**src/rtl/frm_pkg.sv**
```systemverilog
package frm_pkg;
  typedef enum logic {FS_IDLE = 1'b0, FS_BODY = 1'b1} frm_state_e;

  // header field positions (the sink decodes them)
  localparam int HP_TID_LO   = 56;
  localparam int HP_FMT_LO   = 52;
  localparam int HP_SUB_LO   = 48;
  localparam int HP_PRIO_LO  = 45;
  localparam int HP_CRF      = 44;
  localparam int HP_SIZE_LO  = 36;
  localparam int HP_ADDR_LO  = 0;
endpackage

```
**src/rtl/frm_hdr_pack.sv**
```systemverilog
module frm_hdr_pack
  import frm_pkg::*;
#(
  parameter int ADDR_W = 34,
  parameter int SIZE_W = 8,
  parameter int TID_W  = 8,
  parameter logic [3:0] FMT_CODE = 4'h5,
  parameter logic [3:0] SUB_CODE = 4'h4
) (
  input  logic [TID_W-1:0]  tid,
  input  logic [1:0]        prio,
  input  logic              crf,
  input  logic [SIZE_W-1:0] size,
  input  logic [ADDR_W-1:0] addr,
  output logic [63:0]       hdr
);
  always_comb begin
    hdr = '0;
    hdr[HP_TID_LO  +: TID_W]  = tid;
    hdr[HP_FMT_LO  +: 4]      = FMT_CODE;
    hdr[HP_SUB_LO  +: 4]      = SUB_CODE;
    hdr[HP_PRIO_LO +: 2]      = prio;
    hdr[HP_CRF]               = crf;
    hdr[HP_SIZE_LO +: SIZE_W] = size;
    hdr[HP_ADDR_LO +: ADDR_W] = addr;
  end
endmodule

```
**src/rtl/frm_beat_cnt.sv**
```systemverilog
module frm_beat_cnt #(
  parameter int SIZE_W  = 8,
  parameter int LANE_SH = 3,
  parameter int CNT_W   = SIZE_W - LANE_SH + 1
) (
  input  logic              clk,
  input  logic              rst_n,
  input  logic              load,
  input  logic [SIZE_W-1:0] size,
  input  logic              take,
  output logic              owed,
  output logic              final_one
);
  logic [CNT_W-1:0] left_q;

  always_ff @(posedge clk) begin
    if (!rst_n)
      left_q <= '0;
    else if (load)
      left_q <= CNT_W'(size >> LANE_SH) + CNT_W'(1);
    else if (take)
      left_q <= left_q - CNT_W'(1);
  end

  assign owed      = (left_q != '0);
  assign final_one = (left_q == CNT_W'(1));
endmodule

```
**src/rtl/frm_out_reg.sv**
```systemverilog
module frm_out_reg #(
  parameter int DATA_W = 64
) (
  input  logic              clk,
  input  logic              rst_n,
  input  logic              load,
  input  logic [DATA_W-1:0] load_data,
  input  logic              load_last,
  input  logic              accept,
  output logic              q_valid,
  output logic [DATA_W-1:0] q_data,
  output logic              q_last
);
  always_ff @(posedge clk) begin
    if (!rst_n) begin
      q_valid <= 1'b0;
      q_data  <= '0;
      q_last  <= 1'b0;
    end else if (load) begin
      q_valid <= 1'b1;
      q_data  <= load_data;
      q_last  <= load_last;
    end else if (accept) begin
      q_valid <= 1'b0;
      q_last  <= 1'b0;
    end
  end
endmodule

```
**src/rtl/hello_req_framer.sv**
```systemverilog
module hello_req_framer
  import frm_pkg::*;
#(
  parameter int DATA_W = 64,
  parameter int ADDR_W = 34,
  parameter int SIZE_W = 8,
  parameter int USER_W = 32,
  parameter int TID_W  = 8,
  parameter logic [3:0] FMT_CODE = 4'h5,
  parameter logic [3:0] SUB_CODE = 4'h4
) (
  input  logic              clk,
  input  logic              rst_n,
  input  logic              req_valid,
  output logic              req_ready,
  input  logic [SIZE_W-1:0] req_size,
  input  logic [ADDR_W-1:0] req_addr,
  input  logic [USER_W-1:0] req_user,
  input  logic [1:0]        req_prio,
  input  logic              req_crf,
  input  logic              pld_valid,
  output logic              pld_ready,
  input  logic [DATA_W-1:0] pld_data,
  output logic              m_valid,
  input  logic              m_ready,
  output logic [DATA_W-1:0] m_data,
  output logic [DATA_W/8-1:0] m_keep,
  output logic              m_last,
  output logic [USER_W-1:0] m_user
);
  localparam int LANES   = DATA_W / 8;
  localparam int LANE_SH = $clog2(LANES);
  localparam int CNT_W   = SIZE_W - LANE_SH + 1;

  frm_state_e        state_q;
  logic [TID_W-1:0]  tid_q;
  logic [USER_W-1:0] user_q;
  logic [63:0]       hdr_w;
  logic              owed, final_one;
  logic              out_fire, slot_free, req_fire, pld_fire;
  logic              ld_en, ld_last;
  logic [DATA_W-1:0] ld_data;

  assign out_fire  = m_valid & m_ready;
  assign slot_free = ~m_valid | m_ready;
  assign req_ready = (state_q == FS_IDLE);
  assign req_fire  = req_valid & req_ready;
  assign pld_ready = (state_q == FS_BODY) & owed & slot_free;
  assign pld_fire  = pld_valid & pld_ready;

  frm_hdr_pack #(
    .ADDR_W(ADDR_W), .SIZE_W(SIZE_W), .TID_W(TID_W),
    .FMT_CODE(FMT_CODE), .SUB_CODE(SUB_CODE)
  ) u_hdr (
    .tid(tid_q), .prio(req_prio), .crf(req_crf),
    .size(req_size), .addr(req_addr), .hdr(hdr_w)
  );

  frm_beat_cnt #(.SIZE_W(SIZE_W), .LANE_SH(LANE_SH), .CNT_W(CNT_W)) u_cnt (
    .clk(clk), .rst_n(rst_n), .load(req_fire), .size(req_size),
    .take(pld_fire), .owed(owed), .final_one(final_one)
  );

  always_comb begin
    ld_en   = req_fire | pld_fire;
    ld_data = req_fire ? DATA_W'(hdr_w) : pld_data;
    ld_last = pld_fire & final_one;
  end

  frm_out_reg #(.DATA_W(DATA_W)) u_out (
    .clk(clk), .rst_n(rst_n), .load(ld_en), .load_data(ld_data),
    .load_last(ld_last), .accept(out_fire),
    .q_valid(m_valid), .q_data(m_data), .q_last(m_last)
  );

  always_ff @(posedge clk) begin
    if (!rst_n) begin
      state_q <= FS_IDLE;
      tid_q   <= '0;
      user_q  <= '0;
    end else begin
      if (req_fire) begin
        state_q <= FS_BODY;
        tid_q   <= tid_q + TID_W'(1);
        user_q  <= req_user;
      end else if (out_fire && m_last) begin
        state_q <= FS_IDLE;
      end
    end
  end

  assign m_keep = '1;
  assign m_user = user_q;
endmodule

```
**config.mk**
```make
export PLATFORM = sky130hd
export DESIGN_NAME = hello_req_framer
export DESIGN_NICKNAME = d
export VERILOG_FILES = /design/src/rtl/frm_pkg.sv /design/src/rtl/frm_hdr_pack.sv /design/src/rtl/frm_beat_cnt.sv /design/src/rtl/frm_out_reg.sv /design/src/rtl/hello_req_framer.sv
export SDC_FILE = /design/constraint.sdc
export NUM_CORES = 1
export LEC_CHECK = 0
export ABC_AREA = 1
export CAP_MARGIN = 5
export CORE_MARGIN = 4
export CORE_UTILIZATION = 42
export DETAILED_ROUTE_END_ITERATION = 10
export PLACE_DENSITY = 0.82
export SLEW_MARGIN = 20
export SYNTH_ARGS = -nofsm -noshare
export SYNTH_HDL_FRONTEND = slang
export SYNTH_SLANG_ARGS = --single-unit
```
**constraint.sdc**
```tcl
create_clock -name clk -period 1.9 [get_ports clk]
set_input_delay 0.38 -clock clk [delete_from_list [all_inputs] [get_ports clk]]
set_output_delay 0.38 -clock clk [all_outputs]
set_load 0.1 [all_outputs]
```
# --- Yosys cells after proc, flatten, opt, wreduce, memory -nomap -nowiden ---
# Cells that the tools add are included.
totals:
  wordCells: 34
  register_bits: 113
  inputBits: 146
  output_inout_bits: 108
classes:
  n_reduce_logical: 5
  addsub: 3
  bitwise: 10
  muxes: 8
  n_eq_ne: 1
op_table:
  columns: ["cell", "count"]
  rows:
  - ["$mux 64", 1]
  - ["$mux 6", 2]
  - ["$add 8x1->8 const B", 1]
  - ["$add 5x1->6 const B", 1]
  - ["$and 1x1->1", 6]
  - ["$eq 6x1->1 const B", 1]
  - ["$reduce_bool 2->1", 3]
  - ["$reduce_bool 6->1", 1]
  - ["$sub 6x1->6 const B", 1]
  - ["$mux 1", 5]
  - ["$not 1->1", 2]
  - ["$or 1x1->1", 2]
  - ["$logic_and 1x1->1", 1]

# --- Depth between registers and ports, before layout ---
# Gate-level depths: netlist of the first run.
depth:
  word_depth: 6
  mapped_depth: 9

# --- Hierarchy ---
# A second synthesis of the first run with hierarchy kept.
unflattened:
  hier_cells: 844
  area_unflattened_um2: 5808.1
by_module_without_submodules:
  columns: ["module", "n_inst", "cells_per_inst", "area_each_um2"]
  rows:
  - ["frm_out_reg", 1, 288, 2482.4]
  - ["hello_req_framer", 1, 420, 2381.0]
  - ["frm_hdr_pack", 1, 66, 488.0]
  - ["frm_beat_cnt", 1, 70, 456.7]

# --- Least setup slack after synthesis of the first run ---
# No wires, ideal clock.
synth_timing:
  path_kind: "reg2out"
  start: "register u_out.q_valid"
  end: "output port pld_ready"
  path_stages_with_launch: 4
  path_slack_ns: -0.143
  t_arrival_ns: 1.663
  required_time_ns: 1.520
  path_cell_list: "dfxtp_1 -> a21oi_2 -> nand2_1 -> inv_1"
synth_between:
  elab_chain_len: 3
synth_lines:
  columns: ["item", "line_no", "source"]
  rows:
  - ["from (decl)", "frm_out_reg.sv:10", "output logic q_valid,"]
  - ["from (signal assigned)", "frm_out_reg.sv:16", "q_valid <= 1'b0;"]
  - ["from (signal assigned)", "frm_out_reg.sv:20", "q_valid <= 1'b1;"]
  - ["from (signal assigned)", "frm_out_reg.sv:24", "q_valid <= 1'b0;"]
  - ["$not 1->1", "hello_req_framer.sv:45", "assign slot_free = ~m_valid | m_ready;"]
  - ["$or 1x1->1", "hello_req_framer.sv:45", null]
  - ["$and 1x1->1", "hello_req_framer.sv:48", "assign pld_ready = (state_q == FS_BODY) & owed & slot_free;"]
  - ["to (decl)", "hello_req_framer.sv:22", "output logic pld_ready,"]
# No other way between the ends.

# --- Final worst setup path of the first run ---
layout_timing:
  start: "register u_cnt.left_q[0]"
  end: "output port pld_ready"
layout_between:
  elab_chain_len: 3
layout_lines:
  columns: ["item", "line_no", "source"]
  rows:
  - ["from (decl)", "frm_beat_cnt.sv:14", "logic [CNT_W-1:0] left_q;"]
  - ["from (signal assigned)", "frm_beat_cnt.sv:20", "left_q <= CNT_W'(size >> LANE_SH) + CNT_W'(1);"]
  - ["from (signal assigned)", "frm_beat_cnt.sv:22", "left_q <= left_q - CNT_W'(1);"]
  - ["$reduce_bool 6->1", "frm_beat_cnt.sv:25", "assign owed = (left_q != '0);"]
  - ["$and 1x1->1 (2 in series)", "hello_req_framer.sv:48", null]
# No other way between the ends.

==> impl_metrics.tcl, run 1 <==
set metrics [dict create \
    die_y_um 121 \
    max_stage_delay_ns 0.34 \
    place_area_um2 7810 \
    ys_seq_area_frac 0.419 \
    path_cells "inv_2 > ha_4 > nand3_4 > nand2_4 > clkinvlp_4 > buf_12" \
    timing.max_cap.violations 0 \
    stdcell_area_um2 8410 \
    grt_max_degree 43 \
    io-pin-count 254 \
    grt_usage 0.213 \
    max_freq_ghz 0.549 \
    outcome "finished clean" \
    dr.pass1.iters 4 \
    min_period_ns 1.82 \
    layoutNonFillerInstCount 1227 \
    insertion_delay_ns 0.41 \
    slew_viol_final 0 \
    finalPower_w 0.00889 \
    via_per_inst 4.70 \
    routed_wl_um 16300 \
    layout-drive-gt1-share 0.166 \
    drc 0 \
    gp_congestion 0.864 \
    p_leak_nw 3.98 \
    crit_type "flip-flop to primary output" \
    start_util 0.428 \
    muxShareOfSynthArea 0 \
    worst-path-buf-inv 3 \
    crit_slowest_cell "dfxtp_2" \
    numCtsBuffers 17 \
    fin_skew_ns 0.0121 \
    fin_ws_ns 0.0784 \
    cts_sinks 113 \
    ctsHoldBuffers 0 \
    antenna_found_initial 0 \
    r2r_start "u_cnt.left_q[0]" \
    overflow 0 \
    ant_nets 0 \
    synth_top_family_by_area "simple AND/OR/NAND/NOR gates" \
    place_ws_ns -0.0245 \
    diodes 0 \
    synth-xor-area-share 0.00162 \
    grt_pass1_wl_um 25300 \
    syn_to_final_growth_pct 55.9 \
    die_x_um 121 \
    clkTransAtPathRegs_ns 0.05 \
    yosys.area_share.simple 0.414 \
    rows 41 \
    wl_per_cell_um 13.3 \
    max_slew.worst_pin.slew_ns 0.545 \
    die-area_um2 14700 \
    min_path_type "input pin to flip-flop" \
    yosys_register_bits 113 \
    synthAdderAreaFrac 0.0116 \
    drt_iter0_markers 352 \
    synth_compound_area_frac 0.0716 \
    crit_start "u_cnt.left_q[0]" \
    numPlacedInstances 1196 \
    first_global_vias 5348 \
    avgSynthCellArea_um2 6.67 \
    clock_tree.buffer_depth 2 \
    fin_crit_sh 0.959 \
    max-slew-margin-rel 0.636 \
    powerDensity_nw_per_um2 1060 \
    finalHoldViolations 0 \
    fp.coreArea_um2 12600 \
    syn_inst 809 \
    max-vdd-ir-drop_mv 0.599 \
    htreeDepth 4 \
    synth_cell_types 31 \
    synth.yosys.warnings 0 \
    nets 1194 \
    crit_fanout 4 \
    synth_area_um2 5400 \
    tritoncts "yes" \
    io_buffer_count 245 \
    cp.required_ns 1.52 \
    setup_viol 0 \
    rsz0062_at_grt "no" \
    vias 5761 \
    critPathLaunchType "flip-flop" \
    worstHoldStart "rst_n" \
    crit_arrival_ns 1.44 \
    critPathCaptureType "primary output" \
    cts_root_buf "clkbuf_16" \
    hpwl_um 11800 \
    setup_tns_ns 0 \
    cp_top_family "buffers and inverters" \
]
-- metal layers --
layer / GRT usage / vias to the layer above / share of wire
li1: - / 2978 / -
met1: 0.249 / 2565 / 0.41
met2: 0.362 / 190 / 0.50
met3: 0.0690 / 28 / 0.074
met4: 0.0840 / 0 / 0.021
met5: 0 / - / 0
-- sequential cells by signal, indices dropped and copies added (netlist names) --
signal / count
m_user: 32
state_q: 1
tid_q: 8
u_cnt.left_q: 6
u_out.q_data: 64
u_out.q_last: 1
u_out.q_valid: 1
-- worst reg2reg max path: stages, from the launching register on --
cell and delay, ns:
dfxtp_2 0.34, inv_2 0.10, ha_4 0.15, nand3_4 0.10
nand3_4 0.12, buf_4 0.38, nand3b_1 0.16, nand2_1 0.08
nor2_1 0.04
-- power breakdown --
part | internal (W) | total [W] | switching (W)
Sequential | 0.00259 | 0.00271 | 0.000117
Combinational | 0.000910 | 0.00316 | 0.00225
Clock | 0.00194 | 0.00301 | 0.00107
-- metrics by stage --
stage               hold WS, ns   util
floorplan                 0.456      -
global placement          0.450  0.619
detailed placement        0.459  0.619
CTS                       0.414  0.664
global route              0.465  0.667
finish                    0.430  0.667
-- cell type report --
cell class	instances	area [um2]
inverters	29	113
multi-input cells	614	2780
clock buffers	20	447
well taps	172	215
repair buffers	268	2480
fillers	1132	4210
flip-flops and latches	113	2270
clock inverters	11	115
-- placed cells by master (no fill, tap or decap), types with 4 or more instances in the layout --
cell	instances
inv_1	23
clkdlybuf4s50_1	144
ha_1	4
or2_2	4
buf_4	114
conb_1	8
clkbuf_16	17
nand2_1	252
nand3b_1	49
nor2_1	182
dfxtp_1	110
o21ai_0	46
clkinv_2	6
a21oi_1	23
inv_2	4
nand3_1	25
buf_12	9
-- synthesized netlist by cell type --
master / n / area, um2
nand3b_1: 49 / 368
nand3_1: 26 / 130
buf_6: 2 / 22.5
o31ai_1: 1 / 7.51
a21oi_1: 23 / 115
a21oi_2: 1 / 8.76
buf_1: 2 / 7.51
inv_1: 26 / 97.6
o21ai_0: 46 / 230
buf_4: 15 / 113
or2_2: 4 / 25.0
nor2_1: 183 / 687
nand2_1: 253 / 950
nand4_1: 2 / 12.5
inv_2: 2 / 7.51
and3_1: 1 / 6.26
buf_2: 27 / 135
nand2_2: 1 / 6.26
nor3_1: 2 / 10.0
conb_1: 1 / 3.75
o21a_1: 1 / 7.51
clkinv_1: 1 / 3.75
o21ai_1: 2 / 10.0
nand2_4: 1 / 11.3
dfxtp_1: 113 / 2260
nand3_4: 1 / 17.5
xor2_1: 1 / 8.76
clkbuf_1: 14 / 52.6
ha_1: 5 / 62.6
nor2_2: 2 / 12.5
o21bai_1: 1 / 7.51
-- what timing repair did --
| action | CTS | global route |
|---|---|---|
| pin swaps | 1 | 1 |
| endpoints found under the setup margin | 1 | 1 |
| gates resized for setup | 5 | 7 |
| buffers inserted | 0 | 0 |
| hold endpoints to repair | 0 | 0 |
-- final timing paths --
check | end | slack (ns) | depth (start not counted)
setup reg to reg | u_out.q_data[28] | 0.31 | 8
hold / removal | u_out.q_data[35] | 0.43 | 3
setup / recovery | pld_ready | 0.08 | 6
hold reg to reg | u_out.q_data[47] | 0.46 | 2
-- cells by family after synthesis --
logic type / count (synthesis)
AO/OA/AOI/OAI: 75
XOR/XNOR: 1
adder cells (fa/ha/maj): 5
buffers and inverters: 89
flip-flops: 113
other: 1
AND/OR/NAND/NOR: 525
Note: power is estimated with default switching activity, not from simulation.
==> run 2: changes to the inputs <==
--- a/config.mk
+++ b/config.mk
@@ -10,7 +10,7 @@
 export CORE_MARGIN = 4
 export CORE_UTILIZATION = 42
 export DETAILED_ROUTE_END_ITERATION = 10
-export PLACE_DENSITY = 0.82
+export PLACE_DENSITY = 0.79
 export SLEW_MARGIN = 20
 export SYNTH_ARGS = -nofsm -noshare
 export SYNTH_HDL_FRONTEND = slang
==> run 2 against run 1 <==
  * Final area increased by 1.4%
  * Clock-buffer cell count is 1 higher
  * Sequential cell count unchanged
  * Clock power increased by 13%
  * Combinational power barely moved
  * Critical path type unchanged
==> impl_metrics.tcl, run 2 (same netlist as run 1, synthesis figures left out) <==
set metrics [dict create \
    outcome "finished clean" \
    nets 1204 \
    gr-usage-met2 0.369 \
    setup_viol 0 \
    grt_max_degree 45 \
    critPathCaptureType "primary output" \
    wl_per_cell_um 13.4 \
    min_period_ns 1.83 \
    worst-path-buf-inv 3 \
    routed_wl_um 16500 \
    dr.pass1.iters 6 \
    numCtsBuffers 17 \
    crit_fanout 4 \
    insertion_delay_ns 0.41 \
    place_ws_ns 0.0142 \
    cp_top_family "flip-flops" \
    utilization 0.676 \
    grt-busiest-layer "met2" \
    drc 0 \
    die-area_um2 14700 \
    io_buffer_count 245 \
    gr-usage-met1 0.251 \
    layout.area.seq_um2 2270 \
    critPathLaunchType "flip-flop" \
    start_util 0.428 \
    ant_nets 0 \
    slew_viol_final 0 \
    path_cells "inv_2 > ha_2 > nand3_2 > nand2_2 > clkinvlp_4 > buf_12" \
    overflow 0 \
    fin_ws_ns 0.0737 \
    top_register "u_out.q_data" \
    layout-drive-gt1-share 0.174 \
    groute.layer.met3.usage 0.0727 \
    io-pin-count 254 \
    clock_tree.buffer_depth 2 \
    max_freq_ghz 0.548 \
    crit_arrival_ns 1.45 \
    drt_iter0_markers 352 \
    grt_usage 0.217 \
    die_y_um 121 \
    timing.max_cap.violations 0 \
    max_stage_delay_ns 0.34 \
    syn_to_final_growth_pct 58.1 \
    layout_commonest_cell "nand2_1" \
    fin_crit_sh 0.961 \
    clkTransAtPathRegs_ns 0.05 \
    min_path_type "input pin to flip-flop" \
    crit_slowest_cell "dfxtp_2" \
    hpwl_um 11800 \
    mostFrequentLayoutCells "nand2_1, nor2_1, clkdlybuf4s50_1" \
    grt_pass1_wl_um 25700 \
    antenna_found_initial 0 \
    ctsHoldBuffers 0 \
    fp.coreArea_um2 12600 \
    rows 41 \
    p_leak_nw 4.06 \
    vias 5818 \
    die_x_um 121 \
    fin_skew_ns 0.00740 \
    cts_sinks 113 \
    powerDensity_nw_per_um2 1090 \
    multi_input_area_um2 2760 \
    finalHoldViolations 0 \
    fillers 1162 \
    gp_congestion 0.795 \
    crit_type "flip-flop to primary output" \
    via_per_inst 4.70 \
    first_global_vias 5401 \
    tritoncts "yes" \
    htreeDepth 4 \
    max-vdd-ir-drop_mv 0.732 \
    largest_register_ff_count 64 \
    diodes 0 \
    cp.required_ns 1.52 \
    cts_root_buf "clkbuf_16" \
]
run 2: routing by layer:
layer / vias to the layer above / wire length [um]
li1: 3005 / -
met1: 2597 / 6730
met2: 193 / 8220
met3: 23 / 1260
met4: 0 / 330
met5: - / 0
run 2: cell type report:
class	count	share of cell area
repair buffers	278	0.298
flip-flops and latches	113	0.266
clock inverters	10	0.0216
well taps	172	0.0252
multi-input cells	614	0.323
inverters	29	0.0132
clock buffers	21	0.0528
run 2: stage by stage:
step	cells	power, W	hold slack, ns	cell area [um2]	setup TNS (ns)
after floorplan	816	0.00503	0.456	5430	0
after global placement	1202	0.00588	0.451	7840	0
after detailed placement	1202	0.00590	0.453	7840	0
after CTS	1234	0.00937	0.319	8490	0
after global routing	1237	0.00970	0.336	8530	-0.000670
final	1237	0.00931	0.337	8530	0
run 2: final timing paths:
path	start	endpoint	slack (ns)	cells after the start
worst min-delay path	rst_n	u_cnt.left_q[4]	0.34	3
worst min register to register	u_out.q_data[53]	u_out.q_data[53]	0.46	2
worst max-delay path	u_cnt.left_q[0]	pld_ready	0.07	6
worst max register to register	u_cnt.left_q[0]	u_out.q_data[4]	0.14	10
run 2: power by group:
| group | switching, W | leakage (nW) | total [W] | internal (W) |
|---|---|---|---|---|
| clock | 0.00106 | 0.303 | 0.00341 | 0.00235 |
| sequential | 0.000118 | 0.934 | 0.00271 | 0.00259 |
| combinational | 0.00226 | 2.82 | 0.00319 | 0.000933 |
run 2: timing repair:
item,CTS,global route
setup buffers,1,3
setup endpoints to repair,1,1
cloned,0,0
pin swaps,1,2
resized for setup,3,9
run 2: worst register-to-register path: cells and delay by family (launching register included):
family / cells / cell delay, ns
buffers and inverters: 4 / 0.66
AND/OR/NAND/NOR: 5 / 0.47
flip-flops: 1 / 0.34
adder cells (fa/ha/maj): 1 / 0.17
